**config.mk**
```make
export PLATFORM = sky130hd
export DESIGN_NAME = irq_bank_ctrl
export DESIGN_NICKNAME = d
export VERILOG_FILES = /design/src/rtl/irqc_pkg.sv /design/src/rtl/irqc_en_bank.sv /design/src/rtl/irqc_basic_build.sv /design/src/rtl/irqc_src_scan.sv /design/src/rtl/irq_bank_ctrl.sv
export SDC_FILE = /design/constraint.sdc
export NUM_CORES = 1
export LEC_CHECK = 0
export ABC_AREA = 1
export BUFFER_PORTS_ARGS = -buffer_cell sky130_fd_sc_hd__clkbuf_2
export CAP_MARGIN = 5
export CORE_ASPECT_RATIO = 1.4
export CORE_UTILIZATION = 57
export CTS_CLUSTER_SIZE = 28
export DETAILED_ROUTE_END_ITERATION = 6
export GPL_ROUTABILITY_DRIVEN = 0
export GPL_TIMING_DRIVEN = 0
export PLACE_DENSITY_LB_ADDON = 0.25
export SETUP_SLACK_MARGIN = 0.15
export SYNTH_ARGS = -nofsm -noshare
export SYNTH_HDL_FRONTEND = slang
export SYNTH_HIERARCHICAL = 1
export SYNTH_SLANG_ARGS = --single-unit
```
**constraint.sdc**
```tcl
create_clock -name clk -period 6.55 [get_ports clk]
set_clock_uncertainty 0.2 [all_clocks]
set_input_delay 1.6375 -clock clk [delete_from_list [all_inputs] [get_ports clk]]
set_output_delay 1.6375 -clock clk [all_outputs]
set_load 0.05 [all_outputs]
```
**src/rtl/irqc_pkg.sv**
```systemverilog
package irqc_pkg;

    localparam int DW      = 32;
    localparam int GPU_N   = 64;
    localparam int LOCAL_N = 8;
    localparam int NBANK   = 3;
    localparam int COPY_SRC = 7;
    localparam int IDX_W   = $clog2(DW);

    // word indices (byte offset / 4)
    localparam logic [5:0] W_PEND1 = 6'h00;
    localparam logic [5:0] W_PEND2 = 6'h01;
    localparam logic [5:0] W_PENDB = 6'h02;
    localparam logic [5:0] W_SET1  = 6'h04;
    localparam logic [5:0] W_SET2  = 6'h05;
    localparam logic [5:0] W_SETB  = 6'h06;
    localparam logic [5:0] W_CLR1  = 6'h08;
    localparam logic [5:0] W_CLR2  = 6'h09;
    localparam logic [5:0] W_CLRB  = 6'h0A;
    localparam logic [5:0] W_SRC   = 6'h0B;

    typedef enum logic [2:0] {K_NONE, K_PEND, K_SET, K_CLR, K_SRC} kind_e;

    typedef struct packed {
        kind_e      kind;
        logic [1:0] bank;   // 0 = bank 1, 1 = bank 2, 2 = basic
    } dec_t;

    typedef struct packed {
        logic             found;
        logic [IDX_W-1:0] idx;
    } hit_t;

    function automatic dec_t decode(logic [5:0] w);
        dec_t d;
        d.kind = K_NONE;
        d.bank = 2'd0;
        case (w)
            W_PEND1: begin d.kind = K_PEND; d.bank = 2'd0; end
            W_PEND2: begin d.kind = K_PEND; d.bank = 2'd1; end
            W_PENDB: begin d.kind = K_PEND; d.bank = 2'd2; end
            W_SET1:  begin d.kind = K_SET;  d.bank = 2'd0; end
            W_SET2:  begin d.kind = K_SET;  d.bank = 2'd1; end
            W_SETB:  begin d.kind = K_SET;  d.bank = 2'd2; end
            W_CLR1:  begin d.kind = K_CLR;  d.bank = 2'd0; end
            W_CLR2:  begin d.kind = K_CLR;  d.bank = 2'd1; end
            W_CLRB:  begin d.kind = K_CLR;  d.bank = 2'd2; end
            W_SRC:   begin d.kind = K_SRC;  d.bank = 2'd0; end
            default: ;
        endcase
        return d;
    endfunction

    // highest set bit of a word
    function automatic hit_t msb_hit(logic [DW-1:0] v);
        hit_t h;
        h.found = 1'b0;
        h.idx   = '0;
        for (int i = 0; i < DW; i++) begin
            if (v[i]) begin
                h.found = 1'b1;
                h.idx   = IDX_W'(i);
            end
        end
        return h;
    endfunction

endpackage

```
**src/rtl/irqc_en_bank.sv**
```systemverilog
module irqc_en_bank #(
    parameter int W = 32
) (
    input  logic         clk,
    input  logic         rst,
    input  logic         set_stb,
    input  logic         clr_stb,
    input  logic [W-1:0] wdata,
    output logic [W-1:0] mask
);
    logic [W-1:0] set_bits;
    logic [W-1:0] clr_bits;

    always_comb begin
        set_bits = set_stb ? wdata : '0;
        clr_bits = clr_stb ? wdata : '0;
    end

    always_ff @(posedge clk) begin
        if (rst) mask <= '0;
        else     mask <= (mask | set_bits) & ~clr_bits;
    end
endmodule

```
**src/rtl/irqc_basic_build.sv**
```systemverilog
module irqc_basic_build
    import irqc_pkg::*;
(
    input  logic [GPU_N-1:0]   gpu_pend,
    input  logic [LOCAL_N-1:0] local_pend,
    output logic [DW-1:0]      basic
);
    localparam logic [DW-1:0] SUM1_MASK = ~(DW'(1) << COPY_SRC);
    localparam int USED = LOCAL_N + 3;

    logic sum1, sum2, copy_bit;

    always_comb begin
        sum1     = |(gpu_pend[DW-1:0] & SUM1_MASK);
        sum2     = |gpu_pend[GPU_N-1:DW];
        copy_bit = gpu_pend[COPY_SRC];
        basic    = {{(DW-USED){1'b0}}, copy_bit, sum2, sum1, local_pend};
    end
endmodule

```
**src/rtl/irqc_src_scan.sv**
```systemverilog
module irqc_src_scan
    import irqc_pkg::*;
(
    input  logic [LOCAL_N-1:0] basic_lo,
    input  logic [DW-1:0]      pend2,
    input  logic [DW-1:0]      pend1,
    output logic [DW-1:0]      src_num
);
    hit_t hb, h2, h1;

    always_comb begin
        hb = msb_hit(DW'(basic_lo));
        h2 = msb_hit(pend2);
        h1 = msb_hit(pend1);
        if (hb.found)      src_num = {{(DW-IDX_W-2){1'b0}}, 2'b10, hb.idx};
        else if (h2.found) src_num = {{(DW-IDX_W-2){1'b0}}, 2'b01, h2.idx};
        else if (h1.found) src_num = {{(DW-IDX_W-2){1'b0}}, 2'b00, h1.idx};
        else               src_num = '1;
    end
endmodule

```
**src/rtl/irq_bank_ctrl.sv**
```systemverilog
module irq_bank_ctrl
    import irqc_pkg::*;
(
    input  logic               clk,
    input  logic               rst,
    input  logic               wr_en,
    input  logic [5:0]         reg_word,
    input  logic [DW-1:0]      wr_data,
    output logic [DW-1:0]      rd_data,
    input  logic [GPU_N-1:0]   gpu_src,
    input  logic [LOCAL_N-1:0] local_src,
    output logic               irq
);
    dec_t          dec;
    logic [DW-1:0] en_q [NBANK];
    logic [DW-1:0] pend1, pend2, basic;
    logic [DW-1:0] src_num;

    assign dec = decode(reg_word);

    for (genvar b = 0; b < NBANK; b++) begin : g_bank
        localparam int BW = (b == NBANK - 1) ? LOCAL_N : DW;
        logic [BW-1:0] m;
        irqc_en_bank #(.W(BW)) u_en (
            .clk     (clk),
            .rst     (rst),
            .set_stb (wr_en && dec.kind == K_SET && dec.bank == 2'(b)),
            .clr_stb (wr_en && dec.kind == K_CLR && dec.bank == 2'(b)),
            .wdata   (wr_data[BW-1:0]),
            .mask    (m)
        );
        assign en_q[b] = DW'(m);
    end

    assign pend1 = gpu_src[DW-1:0]     & en_q[0];
    assign pend2 = gpu_src[GPU_N-1:DW] & en_q[1];

    irqc_basic_build u_basic (
        .gpu_pend   ({pend2, pend1}),
        .local_pend (local_src & en_q[2][LOCAL_N-1:0]),
        .basic      (basic)
    );

    irqc_src_scan u_scan (
        .basic_lo (basic[LOCAL_N-1:0]),
        .pend2    (pend2),
        .pend1    (pend1),
        .src_num  (src_num)
    );

    assign irq = (|pend1) | (|pend2) | (|basic[LOCAL_N-1:0]);

    always_comb begin
        rd_data = '0;
        case (dec.kind)
            K_PEND: begin
                case (dec.bank)
                    2'd0:    rd_data = pend1;
                    2'd1:    rd_data = pend2;
                    default: rd_data = basic;
                endcase
            end
            K_SET, K_CLR: begin
                case (dec.bank)
                    2'd0:    rd_data = en_q[0];
                    2'd1:    rd_data = en_q[1];
                    default: rd_data = en_q[2];
                endcase
            end
            K_SRC:   rd_data = src_num;
            default: rd_data = '0;
        endcase
    end
endmodule

```
Word-level counts from Yosys, hierarchy flattened --
Cells that the tools add are included. Widths: inputs -> output; s select.
Operators by class: eq/ne operators 15, multiplexer cells 85, bitwise gates (word level) 14, reduce and logical (&&, ||, !) cells 15
Operators with widths (count):
- $mux 6 | 72
- $mux 32 | 7
- $and 32x32->32 | 4
- $pmux 32 s2 | 2
- $pmux 32 s3 | 1
- $not 32->32 | 2
- $or 32x32->32 | 2
- $reduce_or 32->1 | 2
- $pmux 5 s10 | 1
- $reduce_or 31->1 | 1
- $eq 6x4->1 const B | 4
- $eq 6x3->1 const B | 3
- $and 8x8->8 | 2
- $mux 8 | 2
- $logic_and 1x1->1 | 8
- $not 8->8 | 1
- $or 8x8->8 | 1
- $reduce_or 8->1 | 1
- $eq 3x2->1 const B | 2
- $eq 6x1->1 const B | 1
- $eq 6x2->1 const B | 1
- $logic_not 6->1 | 1
- $eq 3x1->1 const B | 1
- $eq 3x3->1 const B | 1
- other kinds (5) | 6
Word-level totals: bits in registers 72, input bits 113, output and inout port bits 33, logic and storage cells 132

Depth between registers and ports, before layout --
Gate-level depths: netlist (run 1).
depth in word-level cells 37, mapped depth 37, depth with buffers taken out 37

Hierarchy --
Netlist (run 1), hierarchy kept.
Modules (own cells, without submodules):
- irq_bank_ctrl | times used 1, cells each 639, area an instance 2786.4 sq um, sequential area each 0.0 sq um
- irqc_en_bank at g_bank[0].u_en ... | times used 2, cells each 170, area an instance 1251.2 sq um, sequential area each 640.6 sq um
- irqc_src_scan | times used 1, cells each 280, area an instance 1239.9 sq um, sequential area each 0.0 sq um
- irqc_basic_build | times used 1, cells each 117, area an instance 585.6 sq um, sequential area each 0.0 sq um
- irqc_en_bank at g_bank[2].u_en | times used 1, cells each 43, area an instance 317.8 sq um, sequential area each 160.2 sq um

Worst setup path after synthesis (run 1) --
Ideal clock, no wire load.
path kind input -> output, from input port gpu_src[58], to output port rd_data[16], data arrival time 4175 ps, required time 4713 ps, path slack 537 ps, cell stages on the path 12, path buffers 1, cell sequence nand2_1 inv_1 nor2_1 inv_2 nor4_1 nand3_1 nor4_2 nand2_1 nor2_1 buf_4 nand2_1 nand3_1
On the way: cells in the longest elaborated chain, start to end 10
Ends and longest elaborated chain:
- from (decl) | RTL line irq_bank_ctrl.sv:10 | input logic [GPU_N-1:0] gpu_src,
- $and 32x32->32 | RTL line irq_bank_ctrl.sv:36 | assign pend2 = gpu_src[GPU_N-1:DW] & en_q[1];
- via pend2[26] | RTL line irq_bank_ctrl.sv:16 | logic [DW-1:0] pend1, pend2, basic;
- $mux 6 (6 in a row) | RTL line irqc_pkg.sv:60 | if (v[i]) begin
- $mux 32 | RTL line irqc_src_scan.sv:16 | else if (h2.found) src_num = {{(DW-IDX_W-2){1'b0}}, 2'b01, h2.idx};
- $mux 32 | RTL line irqc_src_scan.sv:15 | if (hb.found) src_num = {{(DW-IDX_W-2){1'b0}}, 2'b10, hb.idx};
- via src_num[16] | RTL line irq_bank_ctrl.sv:17 | logic [DW-1:0] src_num;
- $pmux 32 s3 | RTL line irq_bank_ctrl.sv:55 | case (dec.kind)
- to (decl) | RTL line irq_bank_ctrl.sv:9 | output logic [DW-1:0] rd_data,
The timed path passes the listed nets, and every way through them passes these cells.

Final worst setup path (run 1) --
from input port gpu_src[41], to output port rd_data[27]
On the way: cells in the longest elaborated chain, start to end 27
Ends and longest elaborated chain (RTL line):
- $and 32x32->32 | irq_bank_ctrl.sv:36
- via pend2[9] | irq_bank_ctrl.sv:16
- $mux 6 (23 in a row) | irqc_pkg.sv:60
- $mux 32 | irqc_src_scan.sv:16
- $mux 32 | irqc_src_scan.sv:15
- via src_num[27] | irq_bank_ctrl.sv:17
- $pmux 32 s3 | irq_bank_ctrl.sv:55
The timed path passes the listed nets, and every way through them passes these cells.

==> impl_metrics.sql, run 1 <==
INSERT INTO impl_metrics (metric_group, metric, value, unit) VALUES
('status', 'run_status', 'complete, but fails checks', ''),
('status', 'failing_checks', 'DRC', ''),
('clock_network', 'root_buffer', 'clkbuf_16', ''),
('global_route', 'grt_first_pass_wirelength', '43.8', 'mm'),
('sta', 'postLayoutSetupSlackWorst', '0.389', 'ns'),
('finish', 'antenna_cells', '0', ''),
('placed_design', 'place_worst_setup_slack', '0.469', 'ns'),
('finish', 'synthToLayoutAreaGrowth', '17.5', '%'),
('power', 'leakage', '5.27', 'nW'),
('worst_setup_path', 'cp_max_fo', '18', ''),
('route', 'routed-wl-met2', '13.0', 'mm'),
('route', 'ant_nets', '0', ''),
('synthesis', 'register_bit_total_from_synthesis', '72', ''),
('sta', 'tightestPinTransition', '0.860', 'ns'),
('floorplanning', 'floorplan.initialDensity', '0.583', ''),
('synthesis', 'synth_seq_area_share', '0.194', ''),
('floorplanning', 'num_io_pins', '146', ''),
('worst_setup_path', 'critical_path_at', '4.32', 'ns'),
('route', 'drtIter0Drc', '1233', ''),
('power', 'fin_total_pwr', '1.17', 'mW'),
('synthesis', 'post_synth_instance_area', '7430', 'um2'),
('global_route', 'initial_antenna_violation_count', '0', ''),
('route', 'drt_total_wl', '29.1', 'mm'),
('worst_setup_path', 'timing.critical_path.required', '4.71', 'ns'),
('sta', 'rsz0062_at_grt', 'no', ''),
('floorplanning', 'core-area', '12800', 'um2'),
('sta', 'report.final.slew_viol_count', '0', ''),
('clock_network', 'clock_path_buffers', '2', ''),
('floorplanning', 'die_area', '13500', 'um2'),
('finish', 'top_regs', 'g_bank.u_en/mask: 72 flops', ''),
('global_route', 'global_route.usage.total', '0.425', ''),
('global_route', 'first_global_vias', '8828', ''),
('worst_setup_path', 'critical_path.startpoint_type', 'primary input', ''),
('sta', 'finalWorstPathRequiredPeriod', '6.16', 'ns'),
('clock_network', 'clk_transition_reported_paths', '0.06', 'ns'),
('floorplanning', 'floorplan.rows', '49', ''),
('synthesis', 'synthCells', '1419', ''),
('power', 'power.ir.vdd_worst', '0.140', 'mV'),
('sta', 'setup-violations-final', '0', ''),
('clock_network', 'clock_insertion_delay_worst_skew', '0.34', 'ns'),
('route', 'dr_total_vias', '9862', ''),
('power', 'power.density_cell_area', '134', 'nW/um2'),
('route', 'avgRoutedWirePerCell', '16.6', 'um'),
('clock_network', 'tritoncts_clock_tree', 'yes', ''),
('route', 'drc', '11', ''),
('finish', 'post_route_cells_drive_above_1_share', '0.186', ''),
('sta', 'max_freq', '162', 'MHz'),
('sta', 'max-slew-margin-rel', '0.422', ''),
('clock_network', 'cts_buffers', '9', ''),
('finish', 'nNetsFinal', '1709', ''),
('global_route', 'grt_start_max_net_pins', '19', ''),
('route', 'routed-wl-met3', '2.95', 'mm'),
('route', 'drt_first_pass_iters', '7', ''),
('synthesis', 'yosysWarningCount', '6', ''),
('finish', 'largest-register', 'g_bank.u_en/mask', ''),
('route', 'routed.top_layer', 'met4', ''),
('worst_setup_path', 'end_kind', 'primary output', ''),
('route', 'post_drt_via_cell_ratio', '5.62', ''),
('finish', 'largest_register_ff_count', '72', ''),
('worst_hold_path', 'timing.hold.worst.class', 'register to register', ''),
('floorplanning', 'die-height', '137', 'um'),
('clock_network', 'number_of_sinks_on_the_clock_net', '72', ''),
('clock_network', 'htreeDepth', '3', ''),
('run', 'maxcap_violations', '0', ''),
('placed_design', 'io_buffer_count', '145', ''),
('synthesis', 'syn_avg_cell_area', '5.24', 'um2'),
('finish', 'postLayoutCoreUtil', '0.685', ''),
('floorplanning', 'dieWidth', '98.5', 'um'),
('global_route', 'overflow', '0', ''),
('synthesis', 'yosysUniqueCellTypes', '34', ''),
('worst_setup_path', 'start_to_end_type_of_the_worst_setup_path', 'primary input to primary output', ''),
('route', 'detail_route.wirelength.met1', '10.1', 'mm'),
('sta', 'layout_worst_path_cycle_share', '0.941', ''),
('placed_design', 'detailed_place_hpwl', '22.7', 'mm'),
('sta', 'final_hold_viol_count', '0', '');
-- layer usage --
layer	GRT usage	vias up
li1	-	4674
met1	0.471	4245
met2	0.707	720
met3	0.0664	223
met4	0.381	0
met5	0	-
-- synthesized netlist by cell type --
master    number  area (um2)
o21ai_0        4        20.0
and2_1         4        25.0
or2_2          2        12.5
inv_2         12        45.0
clkbuf_1      11        41.3
inv_1        183         687
nor2_1       161         604
nand3_2        2        20.0
nor3_1         8        40.0
clkinv_1       1        3.75
conb_1         1        3.75
nand3_1      132         661
nor2_4         3        33.8
a21oi_1       78         390
nor3_2         1        10.0
a31oi_1        2        12.5
nand2_2        1        6.26
o31ai_1        1        7.51
buf_1          7        26.3
clkinv_4       1        8.76
or2_1          1        6.26
buf_2         18        90.1
buf_6          7        78.8
dfxtp_1       72        1440
nand4_1       54         338
nor4_2         2        25.0
nand2_1      550        2060
buf_4         73         548
nor2_2        10        62.6
o211ai_1       1        7.51
o21ai_1       10        50.1
bufinv_8       2        35.0
a211oi_1       1        7.51
nor4_1         3        18.8
-- cells by family after synthesis --
group                  share of synthesized area
AOI/OAI and AO/OA                         0.0667
other                                   0.000505
DFF                                        0.194
buffers and inverters                      0.210
and+or+nand+nor                            0.528
-- metrics by stage --
stage / std cells / hold slack, ns / setup TNS [ns] / cell area (um2)
final: 1754 / 0.306 / 0 / 8730
after global routing: 1754 / 0.322 / 0 / 8730
after CTS: 1754 / 0.298 / 0 / 8730
after detailed placement: 1738 / 0.284 / 0 / 8440
after global placement: 1737 / 0.272 / -10.95 / 8420
after floorplan: 1439 / 0.259 / 0 / 7510
-- where the power goes --
part | total [mW] | switching (mW) | internal, mW
logic | 0.237 | 0.140 | 0.0972
clock network | 0.489 | 0.224 | 0.264
registers | 0.442 | 0.00238 | 0.440
-- worst max-delay path, cell delays in order --
cell	delay (ns)
clkbuf_2	0.08
nand2_1	0.25
inv_1	0.18
nor2_1	0.15
nand2_1	0.08
nor2_1	0.16
nand3_1	0.10
nor4_2	0.35
nand2_1	0.19
nor2_4	0.31
buf_8	0.22
buf_4	0.12
nand2_1	0.04
nand3_1	0.14
clkbuf_2	0.30
-- cell type report --
cell class | instances | area (um2)
tap | 153 | 191
buffer | 116 | 785
fill | 1240 | 4020
sequential | 72 | 1440
clock buffer | 9 | 225
timing repair buffer | 146 | 741
multi-input combinational | 1052 | 4510
inverter | 199 | 779
clock inverter | 7 | 61.3
-- path summary, 6_finish.rpt --
check / startpoint / to / slack (ns) / depth (start not counted)
max: gpu_src[41] / rd_data[27] / 0.39 / 15
min: g_bank[0].u_en/mask[31] / g_bank[0].u_en/mask[31] / 0.31 / 2
max reg2reg: g_bank[0].u_en/mask[14] / g_bank[0].u_en/mask[14] / 5.65 / 2
min reg2reg: g_bank[0].u_en/mask[31] / g_bank[0].u_en/mask[31] / 0.31 / 2
-- cell usage in the layout, fill, tap and decap left out, types with 9 or more instances in the layout --
master / netlist / routed
nand3_1: 132 / 132
nand2_1: 550 / 550
a21oi_1: 78 / 78
inv_1: 183 / 183
clkbuf_2: 0 / 145
nor2_2: 10 / 10
clkbuf_16: 0 / 9
buf_4: 73 / 73
clkbuf_1: 11 / 11
nor2_1: 161 / 160
inv_2: 12 / 12
buf_2: 18 / 18
conb_1: 1 / 21
nand4_1: 54 / 54
o21ai_1: 10 / 10
dfxtp_1: 72 / 72
-- timing repair --
| action | 4_1_cts | 5_1_grt |
|---|---|---|
| hold buffers | 0 | 0 |
| setup buffers | 0 | 0 |
| endpoints found under the setup margin | 0 | 3 |
| resized for setup | 0 | 1 |
Note: power is estimated with default switching activity, not from simulation.
==> run 2: changes to the inputs <==
--- a/config.mk
+++ b/config.mk
@@ -14,7 +14,7 @@
 export DETAILED_ROUTE_END_ITERATION = 6
 export GPL_ROUTABILITY_DRIVEN = 0
 export GPL_TIMING_DRIVEN = 0
-export PLACE_DENSITY_LB_ADDON = 0.25
+export PLACE_DENSITY = 0.93
 export SETUP_SLACK_MARGIN = 0.15
 export SYNTH_ARGS = -nofsm -noshare
 export SYNTH_HDL_FRONTEND = slang
==> run 2 against run 1 <==
Against the previous run:
- the run still ends with DRC left
- core utilization increased by 0.26 points
- worst setup slack got worse by 0.048 ns
- clock power increased by 10%
- combinational power about the same
- power increased by 4.7%
- critical path depth unchanged
- sequential cell count unchanged
- sequential power about the same
- global-route usage increased by 0.19 points
- largest power group unchanged
==> impl_metrics.sql, run 2 (synthesis gave the netlist of run 1 again) <==
INSERT INTO impl_metrics (metric_group, metric, value, unit) VALUES
('worst_setup_path', 'slowest_delay', '0.35', 'ns'),
('worst_setup_path', 'critical_path_at', '4.37', 'ns'),
('worst_setup_path', 'path_common_cell', 'nand2_1', ''),
('worst_setup_path', 'timing.critical_path.max_delay_family', 'simple AND/OR/NAND/NOR gates', ''),
('power', 'power.density_cell_area', '139', 'nW/um2'),
('floorplanning', 'floorplan.rows', '49', ''),
('route', 'drt_total_wl', '29.1', 'mm'),
('finish', 'final_common_cell', 'nand2_1', ''),
('clock_network', 'root_buffer', 'clkbuf_16', ''),
('finish', 'multi_input_combinational_cell_area', '4510', 'um2'),
('worst_setup_path', 'worstReg2RegStart', 'g_bank[0].u_en/mask[1]', ''),
('worst_setup_path', 'reg2regPathDepth', '2', ''),
('route', 'ant_nets', '0', ''),
('power', 'leakage', '5.29', 'nW'),
('finish', 'most_used_cells_in_the_layout_excluding_fill_and_tap_cells', 'nand2_1, inv_1, nor2_1, clkbuf_2, nand3_1', ''),
('finish', 'finalNonFillerCells', '1753', ''),
('clock_network', 'postCtsSetupBuffers', '0', ''),
('worst_hold_path', 'timing.hold.worst.class', 'register to register', ''),
('finish', 'largest-register', 'g_bank.u_en/mask', ''),
('floorplanning', 'dieWidth', '98.5', 'um'),
('sta', 'report.final.slew_viol_count', '0', ''),
('finish', 'nNetsFinal', '1709', ''),
('clock_network', 'clk_transition_reported_paths', '0.06', 'ns'),
('worst_setup_path', 'critical_path.cell_chain', 'clkbuf_2 -> nand2_1 -> inv_1 -> nor2_1 -> nand2_1 -> nor4_1 -> nand3_1 -> nor4_2 -> nand2_1 -> nor2_4 -> buf_8 -> buf_4 -> nand2_1 -> nand3_1 -> clkbuf_2', ''),
('finish', 'regArea', '1440', 'um2'),
('clock_network', 'cts_buffers', '9', ''),
('floorplanning', 'die-height', '137', 'um'),
('clock_network', 'clock_path_buffers', '2', ''),
('route', 'avgRoutedWirePerCell', '16.6', 'um'),
('status', 'run_status', 'complete, but fails checks', ''),
('clock_network', 'cts-hold-fix-buffers', '0', ''),
('global_route', 'grt_first_pass_wirelength', '44.2', 'mm'),
('floorplanning', 'die_area', '13500', 'um2'),
('clock_network', 'tritoncts_clock_tree', 'yes', ''),
('finish', 'post_route_cells_drive_above_1_share', '0.185', ''),
('global_route', 'initial_antenna_violation_count', '0', ''),
('clock_network', 'number_of_sinks_on_the_clock_net', '72', ''),
('worst_setup_path', 'timing.critical_path.required', '4.71', 'ns'),
('sta', 'tightestPinTransition', '0.773', 'ns'),
('sta', 'postLayoutSetupSlackWorst', '0.342', 'ns'),
('global_route', 'first_global_vias', '9079', ''),
('sta', 'final.hold.worst_slack', '0.298', 'ns'),
('worst_setup_path', 'r2r_setup_slack', '5.58', 'ns'),
('finish', 'largest_register_ff_count', '72', ''),
('worst_setup_path', 'cp_max_fo', '15', ''),
('sta', 'finalWorstPathRequiredPeriod', '6.21', 'ns'),
('worst_setup_path', 'critical_path_slowest_stage_cell', 'nor4_2', ''),
('sta', 'max-slew-margin-rel', '0.481', ''),
('sta', 'setup-violations-final', '0', ''),
('route', 'post_drt_via_cell_ratio', '5.78', ''),
('worst_setup_path', 'rr_endpoint', 'g_bank[0].u_en/mask[1]', ''),
('finish', 'synthToLayoutAreaGrowth', '18.0', '%'),
('global_route', 'global_route.usage.total', '0.427', ''),
('global_route', 'grt_start_max_net_pins', '16', ''),
('sta', 'layout_worst_path_cycle_share', '0.948', ''),
('route', 'dr_total_vias', '10132', ''),
('worst_setup_path', 'startpoint', 'gpu_src[51]', ''),
('route', 'drt_first_pass_iters', '7', ''),
('worst_setup_path', 'cp.buffers_inverters', '5', ''),
('run', 'maxcap_violations', '0', ''),
('floorplanning', 'floorplan.initialDensity', '0.583', ''),
('power', 'power.ir.vdd_worst', '0.188', 'mV'),
('placed_design', 'io_buffer_count', '145', ''),
('placed_design', 'placedCellCount', '1738', ''),
('power', 'fin_total_pwr', '1.22', 'mW'),
('worst_setup_path', 'end_of_the_critical_path', 'rd_data[31]', ''),
('worst_setup_path', 'start_to_end_type_of_the_worst_setup_path', 'primary input to primary output', ''),
('worst_hold_path', 'min_delay_path_depth', '2', ''),
('finish', 'nFillCells', '1179', ''),
('worst_setup_path', 'critical_path.startpoint_type', 'primary input', ''),
('worst_setup_path', 'end_kind', 'primary output', ''),
('worst_setup_path', 'critical_path_cell_count', '15', ''),
('route', 'drtIter0Drc', '1541', ''),
('finish', 'antenna_cells', '0', ''),
('sta', 'rsz0062_at_grt', 'no', ''),
('floorplanning', 'core-area', '12800', 'um2'),
('route', 'drc', '8', ''),
('global_route', 'overflow', '0', ''),
('floorplanning', 'num_io_pins', '146', ''),
('placed_design', 'detailed_place_hpwl', '21.9', 'mm'),
('sta', 'max_freq', '161', 'MHz'),
('clock_network', 'htreeDepth', '3', ''),
('clock_network', 'clock_insertion_delay_worst_skew', '0.34', 'ns'),
('status', 'failing_checks', 'DRC', ''),
('finish', 'top_regs', 'g_bank.u_en/mask: 72 flops', ''),
('sta', 'final_hold_viol_count', '0', ''),
('placed_design', 'place_worst_setup_slack', '0.318', 'ns');
## run 2: changes by cell type in the layout (fill, tap and decap cells not counted)
cell	previous run	this run
bufinv_16	0	2
clkbuf_8	0	1
clkinv_2	0	1
clkinvlp_4	2	1
inv_6	3	0
inv_8	1	0
## run 2: worst min-delay path by stage
stage,from,end
2_1_floorplan,g_bank[1].u_en/mask[29],g_bank[1].u_en/mask[29]
3_3_place_gp,g_bank[0].u_en/mask[17],g_bank[0].u_en/mask[17]
3_5_place_dp,g_bank[0].u_en/mask[20],g_bank[0].u_en/mask[20]
4_1_cts,g_bank[0].u_en/mask[20],g_bank[0].u_en/mask[20]
5_1_grt,g_bank[0].u_en/mask[20],g_bank[0].u_en/mask[20]
6_report,g_bank[0].u_en/mask[20],g_bank[0].u_en/mask[20]
## run 2: power by group
group	internal [mW]	switching (mW)	total, mW
Combinational	0.0973	0.143	0.240
Clock	0.342	0.198	0.540
Sequential	0.440	0.00235	0.442
## run 2: final cells by class
cell class,instances,area share
Buffer,116,0.0895
Clock buffer,10,0.0273
Clock inverter,5,0.00928
Inverter,199,0.0889
Multi-Input combinational cell,1052,0.514
Sequential cell,72,0.164
Tap cell,153,0.0218
Timing Repair Buffer,146,0.0845
## run 2: stage by stage
step | instance area [um2] | util | TNS (ns)
after global placement | 8420 | 0.661 | -10.26
after detailed placement | 8440 | 0.662 | 0
after global routing | 8770 | 0.688 | 0
final | 8770 | 0.688 | 0
after floorplan | 7510 | - | 0
after CTS | 8760 | 0.687 | 0
## run 2: worst register-to-register path: cells and delay by family (launching register included)
kind	cells	cell delay, ns
AOI/OAI and AO/OA	1	0.22
DFF	1	0.34
and+or+nand+nor	1	0.09
## run 2: repair_timing
action                                  CTS  global route
resized for setup                         0             1
hold endpoints to repair                  0             0
endpoints found under the setup margin    0             9
## run 2: layer usage
layer / part of all wire / track usage
met5: 0 / 0
met4: 0.099 / 0.363
met2: 0.43 / 0.677
met3: 0.14 / 0.0945
met1: 0.33 / 0.490
==> run 3: changes to the inputs <==
--- a/config.mk
+++ b/config.mk
@@ -10,11 +10,13 @@
 export CAP_MARGIN = 5
 export CORE_ASPECT_RATIO = 1.4
 export CORE_UTILIZATION = 57
+export CTS_CLUSTER_DIAMETER = 40
 export CTS_CLUSTER_SIZE = 28
 export DETAILED_ROUTE_END_ITERATION = 6
 export GPL_ROUTABILITY_DRIVEN = 0
 export GPL_TIMING_DRIVEN = 0
 export PLACE_DENSITY = 0.93
+export RECOVER_POWER = 25
 export SETUP_SLACK_MARGIN = 0.15
 export SYNTH_ARGS = -nofsm -noshare
 export SYNTH_HDL_FRONTEND = slang
==> run 3 against run 2 <==
Against the previous run:
- the flow still finishes with violations (DRC)
- hold slack barely moved
- worst setup slack better by 0.0063 ns
- clock power about the same
- maximum frequency grew 0.10%
- critical path depth stayed put
- non-clock buffer count is the same
==> impl_metrics.sql, run 3 (synthesis gave the netlist of run 1 again) <==
INSERT INTO impl_metrics (metric_group, metric, value, unit) VALUES
('status', 'run_status', 'complete, but fails checks', ''),
('status', 'failing_checks', 'DRC', ''),
('finish', 'largest-register', 'g_bank.u_en/mask', ''),
('placed_design', 'placedCellCount', '1738', ''),
('worst_setup_path', 'cp_max_fo', '15', ''),
('sta', 'final.hold.worst_slack', '0.298', 'ns'),
('placed_design', 'detailed_place_hpwl', '21.9', 'mm'),
('route', 'drtIter0Drc', '1476', ''),
('worst_setup_path', 'worstReg2RegStart', 'g_bank[0].u_en/mask[1]', ''),
('route', 'drt_first_pass_iters', '7', ''),
('clock_network', 'htreeDepth', '3', ''),
('sta', 'finalWorstPathRequiredPeriod', '6.20', 'ns'),
('sta', 'rsz0062_at_grt', 'no', ''),
('global_route', 'first_global_vias', '9079', ''),
('route', 'avgRoutedWirePerCell', '16.7', 'um'),
('finish', 'synthToLayoutAreaGrowth', '17.5', '%'),
('worst_setup_path', 'critical_path.startpoint_type', 'primary input', ''),
('floorplanning', 'floorplan.rows', '49', ''),
('worst_hold_path', 'min_delay_path_depth', '2', ''),
('worst_setup_path', 'rr_endpoint', 'g_bank[0].u_en/mask[1]', ''),
('route', 'dr_total_vias', '10165', ''),
('worst_hold_path', 'hp-start', 'g_bank[0].u_en/mask[20]', ''),
('clock_network', 'clk_transition_reported_paths', '0.06', 'ns'),
('clock_network', 'postCtsSetupBuffers', '0', ''),
('worst_hold_path', 'timing.hold.worst.class', 'register to register', ''),
('clock_network', 'root_buffer', 'clkbuf_16', ''),
('sta', 'setup-violations-final', '0', ''),
('finish', 'top_regs', 'g_bank.u_en/mask: 72 flops', ''),
('clock_network', 'clock_insertion_delay_worst_skew', '0.34', 'ns'),
('finish', 'post_route_cells_drive_above_1_share', '0.178', ''),
('global_route', 'grt_first_pass_wirelength', '44.2', 'mm'),
('finish', 'antenna_cells', '0', ''),
('route', 'drt_total_wl', '29.3', 'mm'),
('finish', 'nNetsFinal', '1709', ''),
('route', 'post_drt_via_cell_ratio', '5.80', ''),
('worst_setup_path', 'critical_path_at', '4.36', 'ns'),
('finish', 'largest_register_ff_count', '72', ''),
('floorplanning', 'dieWidth', '98.5', 'um'),
('sta', 'max-slew-margin-rel', '0.493', ''),
('sta', 'max_freq', '161', 'MHz'),
('worst_setup_path', 'start_to_end_type_of_the_worst_setup_path', 'primary input to primary output', ''),
('sta', 'report.final.slew_viol_count', '0', ''),
('clock_network', 'number_of_sinks_on_the_clock_net', '72', ''),
('sta', 'tightestPinTransition', '0.754', 'ns'),
('floorplanning', 'num_io_pins', '146', ''),
('floorplanning', 'floorplan.initialDensity', '0.583', ''),
('worst_setup_path', 'end_kind', 'primary output', ''),
('global_route', 'grt_start_max_net_pins', '16', ''),
('global_route', 'initial_antenna_violation_count', '0', ''),
('power', 'power.density_cell_area', '140', 'nW/um2'),
('floorplanning', 'core-area', '12800', 'um2'),
('run', 'maxcap_violations', '0', ''),
('worst_setup_path', 'reg2regPathDepth', '2', ''),
('global_route', 'global_route.usage.total', '0.427', ''),
('power', 'fin_total_pwr', '1.22', 'mW'),
('sta', 'layout_worst_path_cycle_share', '0.947', ''),
('floorplanning', 'die_area', '13500', 'um2'),
('clock_network', 'tritoncts_clock_tree', 'yes', ''),
('route', 'drc', '7', ''),
('finish', 'finalNonFillerCells', '1753', ''),
('global_route', 'overflow', '0', ''),
('finish', 'most_used_cells_in_the_layout_excluding_fill_and_tap_cells', 'nand2_1, inv_1, nor2_1, clkbuf_2, nand3_1', ''),
('worst_hold_path', 'min_to', 'g_bank[0].u_en/mask[20]', ''),
('worst_setup_path', 'r2r_setup_slack', '5.54', 'ns'),
('finish', 'final_common_cell', 'nand2_1', ''),
('power', 'leakage', '5.26', 'nW'),
('placed_design', 'io_buffer_count', '145', ''),
('power', 'power.ir.vdd_worst', '0.187', 'mV'),
('sta', 'final_hold_viol_count', '0', ''),
('clock_network', 'clock_path_buffers', '2', ''),
('floorplanning', 'die-height', '137', 'um'),
('clock_network', 'cts_buffers', '9', ''),
('route', 'ant_nets', '0', ''),
('worst_setup_path', 'timing.critical_path.required', '4.71', 'ns');
## run 3: changes by cell type in the layout (fill, tap and decap cells not counted), sizes merged
cell,previous run,this run
buf,106,99
clkinv,4,5
inv,195,194
clkbuf,166,173
## run 3: per-layer routing
layer,vias to the layer above,routed length [um],track usage
met3,276,3870,0.0945
met4,0,2790,0.363
met5,-,0,0
li1,4671,-,-
met2,843,12800,0.677
met1,4375,9820,0.490
## run 3: critical path: stages
cell and delay [ns]:
clkbuf_2 0.08, nand2_1 0.09, inv_1 0.14, nor2_1 0.17, nand2_1 0.10, nor4_1 0.24
nand3_1 0.14, nor4_2 0.35, nand2_1 0.19, nor2_4 0.35, buf_8 0.22, buf_4 0.12
nand2_1 0.05, nand3_1 0.17, clkbuf_2 0.29
## run 3: where the power goes
group / internal (mW) / switching [mW] / total (mW)
Clock: 0.342 / 0.197 / 0.539
Combinational: 0.0967 / 0.143 / 0.240
Sequential: 0.440 / 0.00234 / 0.442
## run 3: worst max path at each step
stage	from	to	slack [ns]	cells past startpoint
floorplan	gpu_src[58]	rd_data[16]	0.54	12
global placement	gpu_src[51]	rd_data[31]	-0.47	14
detailed placement	gpu_src[54]	rd_data[31]	0.32	15
CTS	gpu_src[51]	rd_data[31]	0.31	15
global route	gpu_src[33]	rd_data[0]	0.21	38
finish	gpu_src[54]	rd_data[31]	0.35	15
## run 3: layout make-up
type	instances	area [um2]
Buffer	116	766
Clock buffer	10	239
Inverter	199	779
Clock inverter	5	81.3
Sequential cell	72	1440
Fill cell	1186	4020
Tap cell	153	191
Multi-Input combinational cell	1052	4500
Timing Repair Buffer	146	738
## run 3: repair_timing
| item | 4_1_cts | 5_1_grt |
|---|---|---|
| hold endpoints to repair | 0 | 0 |
| setup endpoints to repair | 0 | 9 |
| hold buffers | 0 | 0 |
| gates resized for setup | 0 | 1 |
## run 3: metrics by stage
stage | setup TNS (ns) | util | setup slack [ns] | instance area [um2]
3_3_place_gp | -10.26 | 0.661 | -0.472 | 8420
2_1_floorplan | 0 | - | 0.537 | 7510
3_5_place_dp | 0 | 0.662 | 0.318 | 8440
6_report | 0 | 0.685 | 0.348 | 8730
4_1_cts | 0 | 0.687 | 0.311 | 8760
5_1_grt | 0 | 0.685 | 0.207 | 8730
